## src/rtl/tw_pkg.sv

```systemverilog
`timescale 1ns/1ps
package tw_pkg;
  localparam int SEL_W     = 2;
  localparam int NTAPS     = 1 << SEL_W;
  localparam int CTRL_ADDR = 0;
  localparam int CNT_ADDR  = 1;
  localparam int EN_BIT    = 4;
  localparam int CLR_BIT   = 6;
  localparam int FLAG_BIT  = 7;
  typedef logic [SEL_W-1:0] rate_t;
  localparam rate_t RATE_SLOWEST = '1;
endpackage

```

## src/rtl/tw_chain.sv

```systemverilog
`timescale 1ns/1ps
module tw_chain #(
  parameter int BASE  = 14,
  parameter int CNT_W = 8
) (
  input  logic                   clk,
  input  logic                   rst,
  input  tw_pkg::rate_t          sel,
  output logic [CNT_W-1:0]       count,
  output logic                   tick
);
  localparam int CW = BASE + tw_pkg::NTAPS - 1;

  logic [CW-1:0]            chain;
  logic [tw_pkg::NTAPS-1:0] rises;

  always_ff @(posedge clk) begin
    if (rst) chain <= '0;
    else     chain <= chain + CW'(1);
  end

  // Stage T goes 0->1 on the next increment when all lower stages are 1.
  for (genvar i = 0; i < tw_pkg::NTAPS; i++) begin : g_tap
    localparam int T = BASE - 1 + i;
    assign rises[i] = (&chain[T-1:0]) & ~chain[T];
  end

  assign tick  = rises[sel];
  assign count = chain[CNT_W-1:0];
endmodule

```

## src/rtl/tw_regs.sv

```systemverilog
`timescale 1ns/1ps
module tw_regs #(
  parameter int DATA_W = 8,
  parameter int ADDR_W = 1
) (
  input  logic              clk,
  input  logic              rst,
  input  logic [ADDR_W-1:0] addr,
  input  logic              wr_en,
  input  logic [DATA_W-1:0] wr_data,
  input  logic              tick,
  input  logic [DATA_W-1:0] count,
  output tw_pkg::rate_t     rate_q,
  output logic              en_q,
  output logic              flag_q,
  output logic              irq,
  output logic [DATA_W-1:0] rd_data
);
  import tw_pkg::*;

  logic        ctrl_wr, ack;
  rate_t       rate_d;
  logic        en_d, flag_d;
  logic [DATA_W-1:0] status, rd_next;

  assign ctrl_wr = wr_en && (addr == ADDR_W'(CTRL_ADDR));
  assign ack     = ctrl_wr && wr_data[CLR_BIT];
  assign rate_d  = ctrl_wr ? wr_data[SEL_W-1:0] : rate_q;
  assign en_d    = ctrl_wr ? wr_data[EN_BIT] : en_q;
  assign flag_d  = tick | (flag_q & ~ack);

  always_comb begin
    status               = '0;
    status[SEL_W-1:0]    = rate_q;
    status[EN_BIT]       = en_q;
    status[FLAG_BIT]     = flag_q;
    case (addr)
      ADDR_W'(CTRL_ADDR): rd_next = status;
      ADDR_W'(CNT_ADDR):  rd_next = count;
      default:            rd_next = '0;
    endcase
  end

  always_ff @(posedge clk) begin
    if (rst) begin
      rate_q  <= RATE_SLOWEST;
      en_q    <= 1'b0;
      flag_q  <= 1'b0;
      irq     <= 1'b0;
      rd_data <= '0;
    end else begin
      rate_q  <= rate_d;
      en_q    <= en_d;
      flag_q  <= flag_d;
      irq     <= flag_d & en_d;
      rd_data <= rd_next;
    end
  end
endmodule

```

## src/rtl/tw_wdog.sv

```systemverilog
`timescale 1ns/1ps
module tw_wdog #(
  parameter int MULT = 8
) (
  input  logic clk,
  input  logic rst,
  input  logic tick,
  input  logic clr,
  output logic pulse
);
  localparam int CNT_BITS = (MULT > 2) ? $clog2(MULT) : 1;
  localparam logic [CNT_BITS-1:0] LAST = CNT_BITS'(MULT - 1);

  logic [CNT_BITS-1:0] stage;

  always_ff @(posedge clk) begin
    if (rst) begin
      stage <= '0;
      pulse <= 1'b0;
    end else begin
      pulse <= 1'b0;
      if (clr) begin
        stage <= '0;
      end else if (tick) begin
        if (stage == LAST) begin
          stage <= '0;
          pulse <= 1'b1;
        end else begin
          stage <= stage + CNT_BITS'(1);
        end
      end
    end
  end
endmodule

```

## src/rtl/tick_watchdog.sv

```systemverilog
`timescale 1ns/1ps
module tick_watchdog #(
  parameter int BASE   = 14,
  parameter int MULT   = 8,
  parameter int DATA_W = 8,
  parameter int ADDR_W = 1
) (
  input  logic              clk,
  input  logic              rst,
  input  logic [ADDR_W-1:0] addr,
  input  logic              wr_en,
  input  logic [DATA_W-1:0] wr_data,
  output logic [DATA_W-1:0] rd_data,
  input  logic              wdog_clr,
  output logic              irq,
  output logic              wdog_rst
);
  tw_pkg::rate_t     rate;
  logic              tick;
  logic [DATA_W-1:0] count;

  tw_chain #(.BASE(BASE), .CNT_W(DATA_W)) u_chain (
    .clk(clk), .rst(rst), .sel(rate), .count(count), .tick(tick)
  );

  tw_regs #(.DATA_W(DATA_W), .ADDR_W(ADDR_W)) u_regs (
    .clk(clk), .rst(rst), .addr(addr), .wr_en(wr_en), .wr_data(wr_data),
    .tick(tick), .count(count), .rate_q(rate), .en_q(),
    .flag_q(), .irq(irq), .rd_data(rd_data)
  );

  tw_wdog #(.MULT(MULT)) u_wdog (
    .clk(clk), .rst(rst), .tick(tick), .clr(wdog_clr), .pulse(wdog_rst)
  );
endmodule

```

## config.mk

```make
export PLATFORM = sky130hd
export DESIGN_NAME = tick_watchdog
export DESIGN_NICKNAME = d
export VERILOG_FILES = /design/src/rtl/tw_pkg.sv /design/src/rtl/tw_chain.sv /design/src/rtl/tw_regs.sv /design/src/rtl/tw_wdog.sv /design/src/rtl/tick_watchdog.sv
export SDC_FILE = /design/constraint.sdc
export NUM_CORES = 1
export LEC_CHECK = 0
export BUFFER_PORTS_ARGS = -buffer_cell sky130_fd_sc_hd__buf_4
export CORE_UTILIZATION = 35
export DETAILED_ROUTE_END_ITERATION = 12
export PLACE_DENSITY = 0.63
export RECOVER_POWER = 50
export SETUP_SLACK_MARGIN = 0.05
export SLEW_MARGIN = 20
export SYNTH_ARGS = -nofsm -noshare
export SYNTH_HDL_FRONTEND = slang
export SYNTH_SLANG_ARGS = --single-unit
```

## constraint.sdc

```tcl
create_clock -name clk -period 1.95 [get_ports clk]
set_input_delay 0.39 -clock clk [delete_from_list [all_inputs] [get_ports clk]]
set_output_delay 0.39 -clock clk [all_outputs]
set_load 0.05 [all_outputs]
```

==> results.py, run 1 <==
metrics = {
    "synthesis": {
        "synth_simple_gate_area_share_pct": 25.95,
        "muxShareOfSynthArea_pct": 7.233,
        "netlist_instances": 144,
        "synth_area_um2": 1384,
        "synthesis.nets": 161,
        "synthXorXnorAreaFrac_pct": 8.861,
        "synth_top_area_share_pct": 49.19,
        "synth_fa_ha_area_share_pct": 3.617,
        "avgSynthCellArea_um2": 9.610,
        "yosysMostFrequentCell": "dfxtp_1",
        "synth_top_family_by_area": "simple AND/OR/NAND/NOR gates",
        "ys_seq_area_share_pct": 49.19,
        "synth-seq-cells": 34,
        "synth_area_leader_cell": "dfxtp_1",
        "synth_area_leaders": "dfxtp_1 49%, nor2_1 7.3%, mux2i_1 7.2%",
        "synth_warnings": 0,
        "synth_edf_count": 0,
        "synth.distinct_cells": 29,
        "async_flop_share_pct": 0,
        "synth_commonest_cells": "34 x dfxtp_1, 27 x nor2_1, 13 x nand2_1, 10 x mux2i_1, 8 x xor2_1",
        "synth-compound-area-share_pct": 2.712,
        "ys.flop_type": "dfxtp_1",
    },
    "placement": {
        "post-place-ws_ps": 71.60,
        "gp_congestion": 0.7486,
        "place_hpwl_um": 1703,
        "place_area_um2": 1583,
        "port_buffers": 18,
    },
    "floorplan": {
        "num_rows": 22,
        "die_h_um": 64.88,
        "start_util_pct": 37.24,
        "die_w_um": 64.88,
        "core_um2": 3716,
        "design.die.area_um2": 4209,
        "ios": 23,
    },
    "layout": {
        "final_layout_size_suffix_gt1_share_pct": 18.45,
        "postLayoutCellArea_um2": 1664,
        "diodes": 0,
        "fin_nets": 185,
        "area_growth_syn_to_layout_pct": 20.25,
    },
    "setup_path": {
        "reg2reg_slack_ps": 140,
        "worst-path-max-fanout": 6,
        "critical-path-top-delay-family": "simple AND/OR/NAND/NOR gates",
        "path_cells": "ha_4, nand4_4, nor3_4, and3_2, ha_1, nand2_1, a31o_4, mux2i_1",
        "crit_type": "flop to flop",
        "crit_arrival_ps": 1970,
        "slowest_delay_ps": 370,
        "r2r-end": "u_wdog.stage[1]$_SDFFE_PP0P_",
        "r2r_cells": 8,
        "r2r-start": "u_chain.chain[0]$_SDFF_PP0_",
        "cp.required_ps": 2120,
        "crit_path_top_delay_cell": "dfxtp_1",
        "critPathBufInv": 0,
        "critPathCaptureType": "flop",
        "critPathLaunchType": "flop",
    },
    "power": {
        "total_power_w": 0.001284,
        "powerDensity_nw_per_um2": 771.5,
        "power.leakage_nw": 0.7008,
        "ir_worst_vdd_v": 0.0003187,
    },
    "detailed_routing": {
        "via_per_inst": 4.694,
        "firstDrtPassIters": 4,
        "routed_wl_um": 2423,
        "num_vias": 1014,
        "drc_errors": 0,
        "wire_per_inst_um": 11.22,
        "drt_iter0_drc": 43,
        "detail-route-antenna-nets": 0,
    },
    "timing": {
        "finalSetupViolCount": 0,
        "min_period_ps": 1808,
        "tightest_slew_ps": 1121,
        "relSlewSlack_pct": 25.26,
        "fmax_ghz": 0.5531,
        "fin_crit_sh_pct": 92.71,
        "skew_ps": 2.385,
        "rsz0062_at_grt": "false",
        "layout_setup_ws_ps": 142.1,
        "tns_ps": 0,
        "drv_slew": 0,
        "hold_viol_final": 0,
    },
    "clock_tree": {
        "cts_sinks": 34,
        "cts-root-buf": "clkbuf_8",
        "cts_made_buffers": 5,
        "insertion_delay_ps": 280,
        "cts_hold_buffers": 0,
        "cts_max_level": 2,
        "cts_setup_buffers": 0,
        "cts_tree": "done",
        "clk_pin_slew_ps": 60,
        "clockBufferDepth": 2,
    },
    "grt": {
        "antenna_found_initial": 0,
        "grt_pass1_vias": 995,
        "track_usage_pct": 13.66,
        "overflow": 0,
        "grt_pass1_wl_um": 4257,
        "grt_max_degree": 28,
    },
    "min_path": {
        "holdCritStartpoint": "wr_data[1]",
        "min_to": "u_regs.rate_q[1]$_SDFFE_PP1N_",
        "worstHoldPathType": "primary input to flop",
        "hold_depth": 3,
    },
    "outcome": {
        "outcome": "finished, final reports clean",
    },
    "run": {
        "cap_violations": 0,
    },
}
## cell families (layout without fill, tap and decap cells)
logic type      Yosys count  in the layout
fa+ha+maj                 4              4
flops                    34             34
buf+inv                   7             31
mux                      10             10
compound gates            6              6
xor+xnor                 14             14
simple gates             69             69
## stage by stage
step	utilization, %	std cells	hold slack [ps]
2_1_floorplan	-	144	441.1
5_1_grt	44.78	216	331.7
3_3_place_gp	42.59	209	449.9
6_report	44.78	216	330.6
3_5_place_dp	42.59	209	474.3
4_1_cts	44.65	216	316.9
## report_power, final
group | switching [W] | internal [W]
combinational | 0.0000545 | 0.0000392
clock | 0.000223 | 0.000245
sequential | 0.0000120 | 0.000710
total | 0.000289 | 0.000995
## worst min-delay path: cells and delay by family
kind	cells	cell delay [ps]
buffers and inverters	1	80
and+or+nand+nor	1	60
muxes	1	50
## worst max path at each step
stage | start | end | slack (ps) | cells after the start
global placement | u_chain.chain[1]$_SDFF_PP0_ | u_wdog.stage[1]$_SDFFE_PP0P_ | 140 | 8
global route | u_chain.chain[0]$_SDFF_PP0_ | u_wdog.stage[1]$_SDFFE_PP0P_ | 40 | 8
finish | u_chain.chain[0]$_SDFF_PP0_ | u_wdog.stage[1]$_SDFFE_PP0P_ | 140 | 8
CTS | u_chain.chain[1]$_SDFF_PP0_ | u_wdog.stage[2]$_SDFFE_PP0P_ | 70 | 8
detailed placement | u_chain.chain[1]$_SDFF_PP0_ | u_wdog.stage[2]$_SDFFE_PP0P_ | 70 | 8
floorplan | u_chain.chain[0]$_SDFF_PP0_ | u_wdog.stage[0]$_SDFFE_PP0P_ | 70 | 9
## per-layer routing
metal | share of wire, % | global-route usage [%] | up-vias
li1 | - | - | 522
met3 | 3.8 | 4.401 | 9
met5 | 0 | 0 | -
met4 | 3.7 | 10.56 | 0
met1 | 45 | 14.15 | 464
met2 | 48 | 22.66 | 19
## registers in the layout, indices dropped and copies added (netlist names)
register and count:
u_chain.chain 17, u_regs.rd_data 8, u_wdog.stage 3, u_regs.rate_q 2, u_regs.en_q 1, u_regs.flag_q 1, u_regs.irq 1, u_wdog.pulse 1
## timing repair
item,in CTS,in global routing
endpoints found under the setup margin,0,5
hold endpoints to repair,0,0
gates resized for setup,0,6
## cell usage in the layout (no fill, tap or decap), types with 2 or more instances in the layout
cell / n
mux2i_1: 10
clkbuf_1: 9
xnor2_1: 6
and2_1: 2
nand2_1: 13
nor2b_1: 2
o21ai_0: 2
buf_4: 15
nor2_1: 27
nand3b_1: 2
ha_1: 3
inv_1: 2
nand3_2: 2
nor3_1: 2
xor2_1: 8
dfxtp_1: 33
and2_0: 3
nand2b_1: 3
clkbuf_8: 5
nand3_1: 4
and3_2: 2
## cell type report
type	instances	area [µm²]
Timing Repair Buffer	22	138.9
Clock buffer	7	76.32
Sequential cell	34	681.9
Inverter	2	7.507
Tap cell	48	60.06
Fill cell	378	2052
Multi-Input combinational cell	103	699.4
No activity file was read; power rests on OpenSTA's default activity.
==> inputs of run 2 (changes only) <==
--- a/config.mk
+++ b/config.mk
@@ -9,7 +9,7 @@
 export CORE_UTILIZATION = 35
 export DETAILED_ROUTE_END_ITERATION = 12
 export PLACE_DENSITY = 0.63
-export RECOVER_POWER = 50
+export RECOVER_POWER = 100
 export SETUP_SLACK_MARGIN = 0.05
 export SLEW_MARGIN = 20
 export SYNTH_ARGS = -nofsm -noshare
==> run 2 against run 1 <==
Against the previous run: die area is the same; sequential cell count is the same; final cell count is the same; clock power is essentially flat; first-iteration DRC count shrank 14%; global-route usage is the same; clock-buffer cell count is the same; sequential power is essentially flat; critical endpoint unchanged; largest power group unchanged.
==> results.py, run 2 (synthesized netlist as in run 1, its figures left out) <==
metrics = {
    "outcome": {
        "outcome": "finished, final reports clean",
    },
    "clock_tree": {
        "cts-root-buf": "clkbuf_8",
        "cts_max_level": 2,
        "cts_setup_buffers": 0,
        "clk_pin_slew_ps": 60,
        "insertion_delay_ps": 280,
        "cts_tree": "done",
        "cts_made_buffers": 5,
        "cts_sinks": 34,
        "clockBufferDepth": 2,
    },
    "floorplan": {
        "die_h_um": 64.88,
        "ios": 23,
        "start_util_pct": 37.24,
        "num_rows": 22,
        "design.die.area_um2": 4209,
        "core_um2": 3716,
        "die_w_um": 64.88,
    },
    "setup_path": {
        "path_cells": "ha_4, nand4_4, nor3_4, and3_2, ha_1, nand2_1, a31o_4, mux2i_1",
        "critPathLaunchType": "flop",
        "critical-path-top-delay-family": "simple AND/OR/NAND/NOR gates",
        "worst-path-max-fanout": 6,
        "crit_path_top_delay_cell": "dfxtp_1",
        "crit_arrival_ps": 1970,
        "slowest_delay_ps": 370,
        "critPathBufInv": 0,
        "critPathCaptureType": "flop",
        "crit_type": "flop to flop",
        "cp.required_ps": 2120,
    },
    "layout": {
        "layout_common_cells": "33 x dfxtp_1, 27 x nor2_1, 16 x clkbuf_1, 13 x nand2_1, 10 x mux2i_1",
        "final_layout_size_suffix_gt1_share_pct": 14.29,
        "regMostFlops": "u_chain.chain",
        "largest_register_ff_count": 17,
        "area_growth_syn_to_layout_pct": 18.35,
        "diodes": 0,
        "mostFrequentLayoutCell": "dfxtp_1",
        "largest_registers": "u_chain.chain: 17 flops, u_regs.rd_data: 8 flops, u_wdog.stage: 3 flops",
        "fin_nets": 185,
    },
    "timing": {
        "hold_viol_final": 0,
        "relSlewSlack_pct": 25.74,
        "rsz0062_at_grt": "false",
        "finalSetupViolCount": 0,
        "fmax_ghz": 0.5539,
        "min_period_ps": 1805,
        "drv_slew": 0,
        "fin_crit_sh_pct": 92.58,
        "finalHoldWorstSlack_ps": 330.7,
        "skew_ps": 2.571,
        "tns_ps": 0,
        "tightest_slew_ps": 1114,
    },
    "grt": {
        "antenna_found_initial": 0,
        "grt_max_degree": 28,
        "grt_pass1_wl_um": 4257,
        "overflow": 0,
        "grt_pass1_vias": 995,
        "track_usage_pct": 13.66,
    },
    "detailed_routing": {
        "routed_wl_um": 2430,
        "drc_errors": 0,
        "wire_per_inst_um": 11.25,
        "firstDrtPassIters": 4,
        "detail-route-antenna-nets": 0,
        "via_per_inst": 4.708,
        "drt_iter0_drc": 37,
        "num_vias": 1017,
    },
    "placement": {
        "place_hpwl_um": 1703,
        "port_buffers": 18,
        "gp_congestion": 0.7486,
    },
    "min_path": {
        "worstHoldPathType": "primary input to flop",
    },
    "run": {
        "cap_violations": 0,
    },
    "power": {
        "power.leakage_nw": 0.6710,
        "powerDensity_nw_per_um2": 781.6,
        "ir_worst_vdd_v": 0.0003182,
    },
}
run 2: changes by cell type in the layout (fill, tap and decap cells not counted), sizes merged:
cell    before  now
buf         15    8
clkbuf      14   21
run 2: through the flow:
stage	utilization (%)	std cells	area, µm²	setup slack [ps]	power, W
after floorplan	-	144	1384	71.81	0.0007959
after global placement	42.59	209	1583	135.2	0.0008257
after detailed placement	42.59	209	1583	71.60	0.0008282
after CTS	44.65	216	1659	68.96	0.001310
after global routing	44.07	216	1638	34.77	0.001341
final	44.07	216	1638	144.7	0.001280
run 2: power breakdown:
| part | total [W] | internal (W) | leakage [nW] | switching [W] |
|---|---|---|---|---|
| Sequential | 0.000722 | 0.000710 | 0.276 | 0.0000120 |
| Clock | 0.000467 | 0.000245 | 0.0383 | 0.000222 |
| Combinational | 0.0000903 | 0.0000358 | 0.357 | 0.0000545 |
run 2: layout make-up:
class                           count  area (µm²)
Tap cell                           48       60.06
Clock buffer                        7       76.32
Multi-Input combinational cell    103       699.4
Sequential cell                    34       681.9
Fill cell                         387        2078
Inverter                            2       7.507
Timing Repair Buffer               22       112.6
run 2: routing by layer:
metal / vias up / GRT usage (%) / wire length (µm)
li1: 522 / - / -
met1: 467 / 14.15 / 1090
met2: 19 / 22.66 / 1154
met3: 9 / 4.401 / 96
met4: 0 / 10.56 / 89
met5: - / 0 / 0
run 2: path summary, 6_finish.rpt:
kind	startpoint	end	slack, ps	cells past startpoint
worst max-delay path	u_chain.chain[0]$_SDFF_PP0_	u_wdog.stage[1]$_SDFFE_PP0P_	140	8
worst min-delay path	wr_data[1]	u_regs.rate_q[1]$_SDFFE_PP1N_	330	3
worst max register to register	u_chain.chain[0]$_SDFF_PP0_	u_wdog.stage[1]$_SDFFE_PP0P_	140	8
worst min register to register	u_wdog.stage[1]$_SDFFE_PP0P_	u_wdog.stage[1]$_SDFFE_PP0P_	480	2
run 2: what timing repair did:
item | CTS | global route
gates resized for setup | 0 | 6
endpoints found under the hold margin | 0 | 0
hold buffers | 0 | 0
setup endpoints to repair | 0 | 5
run 2: worst reg2reg max path: stages (launching register included):
cell and delay (ps):
dfxtp_1 370, ha_4 170, nand4_4 120, nor3_4 230, and3_2 200, ha_1 130
nand2_1 70, a31o_4 280, mux2i_1 130
==> inputs of run 3 (changes only) <==
--- a/config.mk
+++ b/config.mk
@@ -6,9 +6,11 @@
 export NUM_CORES = 1
 export LEC_CHECK = 0
 export BUFFER_PORTS_ARGS = -buffer_cell sky130_fd_sc_hd__buf_4
+export CELL_PAD_IN_SITES_DETAIL_PLACEMENT = 1
+export CELL_PAD_IN_SITES_GLOBAL_PLACEMENT = 1
 export CORE_UTILIZATION = 35
 export DETAILED_ROUTE_END_ITERATION = 12
-export PLACE_DENSITY = 0.63
+export PLACE_DENSITY = 0.76
 export RECOVER_POWER = 100
 export SETUP_SLACK_MARGIN = 0.05
 export SLEW_MARGIN = 20
==> run 3 against run 2 <==
Against the previous run: wire length rose by 15%; non-clock buffer count rose by 1; clock-buffer cell count did not move; clock skew rose by 4.4 ps; final cell count rose by 0.93%.
==> results.py, run 3 (synthesized netlist as in run 1, its figures left out) <==
metrics = {
    "layout": {
        "diodes": 0,
        "largest_register_ff_count": 17,
        "area_growth_syn_to_layout_pct": 18.44,
        "mostFrequentLayoutCell": "dfxtp_1",
        "largest_registers": "u_chain.chain: 17 flops, u_regs.rd_data: 8 flops, u_wdog.stage: 3 flops",
        "nFillCells": 446,
        "fin_nets": 186,
        "final_layout_size_suffix_gt1_share_pct": 15.29,
        "multi_input_area_um2": 678.2,
        "register_area_um2": 681.9,
        "postLayoutCellArea_um2": 1639,
        "regMostFlops": "u_chain.chain",
        "layout_common_cells": "33 x dfxtp_1, 27 x nor2_1, 15 x clkbuf_1, 13 x nand2_1, 10 x mux2i_1",
    },
    "detailed_routing": {
        "detail-route-antenna-nets": 0,
        "routed_wl_um": 2802,
        "drc_errors": 0,
        "drt_iter0_drc": 43,
        "firstDrtPassIters": 2,
        "wire_per_inst_um": 12.85,
        "num_vias": 1036,
        "via_per_inst": 4.752,
    },
    "power": {
        "clockPowerShare_pct": 39.3,
        "total_power_w": 0.001334,
        "pwr-share-comb_pct": 6.7,
        "power.leakage_nw": 0.6807,
        "swShare_pct": 22.82,
        "powerDensity_nw_per_um2": 813.6,
        "seqPwrFrac_pct": 54.0,
        "ir_worst_vdd_v": 0.0002858,
        "net-switching-power_w": 0.0003044,
        "internal_power_w": 0.001029,
    },
    "grt": {
        "antenna_found_initial": 0,
        "grt_pass1_wl_um": 4850,
        "busiest_layer": "met2",
        "grt_util_met2_pct": 29.43,
        "grt_max_degree": 28,
        "overflow": 0,
        "grt_pass1_vias": 1117,
        "track_usage_pct": 15.78,
        "grt.met1_usage_pct": 15.33,
        "globalRouteMet3Util_pct": 3.169,
    },
    "floorplan": {
        "die_w_um": 64.88,
        "start_util_pct": 37.24,
        "die_h_um": 64.88,
        "core_um2": 3716,
        "design.die.area_um2": 4209,
        "num_rows": 22,
        "ios": 23,
    },
    "clock_tree": {
        "clockBufferDepth": 2,
        "cts_sinks": 34,
        "cts-root-buf": "clkbuf_8",
        "cts_tree": "done",
        "insertion_delay_ps": 280,
        "cts_made_buffers": 5,
        "cts_max_level": 2,
        "clk_pin_slew_ps": 60,
    },
    "timing": {
        "min_period_ps": 1778,
        "tightest_slew_ps": 1117,
        "rsz0062_at_grt": "false",
        "fin_crit_sh_pct": 91.18,
        "skew_ps": 6.936,
        "tns_ps": 0,
        "layout_setup_ws_ps": 171.9,
        "finalSetupViolCount": 0,
        "fmax_ghz": 0.5624,
        "drv_slew": 0,
        "hold_viol_final": 0,
        "relSlewSlack_pct": 25.52,
    },
    "setup_path": {
        "crit_type": "flop to flop",
        "critPathLaunchType": "flop",
        "cp.required_ps": 2150,
        "r2r_cells": 8,
        "crit_arrival_ps": 1980,
        "worst-path-max-fanout": 6,
        "critPathCaptureType": "flop",
    },
    "min_path": {
        "hold_depth": 3,
        "worstHoldPathType": "primary input to flop",
    },
    "placement": {
        "place_area_um2": 1590,
        "post-place-ws_ps": 83.41,
        "gp_congestion": 0.7197,
        "port_buffers": 18,
        "place_hpwl_um": 2125,
    },
    "outcome": {
        "outcome": "finished, final reports clean",
    },
    "run": {
        "cap_violations": 0,
    },
}
[run 3: power by group through the flow]
| stage | Clock (W) | Sequential, W | Combinational, W |
|---|---|---|---|
| after floorplan | 0 | 0.000752 | 0.0000439 |
| after global placement | 0 | 0.000734 | 0.0000913 |
| after detailed placement | 0 | 0.000736 | 0.0000948 |
| after CTS | 0.000537 | 0.000720 | 0.0000956 |
| after global routing | 0.000564 | 0.000722 | 0.0000978 |
| final | 0.000524 | 0.000720 | 0.0000891 |
[run 3: final timing paths]
check                          startpoint                             to  slack, ps
max           u_chain.chain[1]$_SDFF_PP0_          u_regs.irq$_SDFF_PP0_        170
min                            wr_data[0]  u_regs.rate_q[0]$_SDFFE_PP1N_        330
max reg2reg   u_chain.chain[1]$_SDFF_PP0_          u_regs.irq$_SDFF_PP0_        170
min reg2reg  u_wdog.stage[1]$_SDFFE_PP0P_   u_wdog.stage[1]$_SDFFE_PP0P_        470
[run 3: layout make-up]
cell class              count  share of cell area (%)
well taps                  48                   3.664
flip-flops and latches     34                   41.60
multi-input cells         103                   41.37
clock buffers               7                   5.267
repair buffers             23                   7.328
inverters                   2                  0.4580
clock inverters             1                  0.3053
[run 3: worst max-delay path, stage by stage (launching register included)]
cell      delay [ps]
dfxtp_2          350
ha_1             190
nand4_2          150
nor3_4           160
and3_2           190
ha_1             130
nand2_1           70
a31o_4           280
a21boi_0         170
[run 3: through the flow]
| stage | util (%) | std cells | hold slack (ps) |
|---|---|---|---|
| 5_1_grt | 44.11 | 218 | 325.6 |
| 4_1_cts | 45.25 | 218 | 323.7 |
| 6_report | 44.11 | 218 | 328.0 |
| 3_3_place_gp | 42.79 | 210 | 450.2 |
| 2_1_floorplan | - | 144 | 441.1 |
| 3_5_place_dp | 42.79 | 210 | 469.3 |
[run 3: routing by layer]
layer | routed length (µm) | vias up
li1 | - | 524
met1 | 1206 | 489
met2 | 1442 | 17
met3 | 86 | 6
met4 | 66 | 0
met5 | 0 | -
[run 3: what timing repair did]
item,in CTS,in global routing
hold buffers,0,0
setup endpoints to repair,0,6
buffers inserted,0,0
gates resized for setup,0,4
endpoints found under the hold margin,0,0
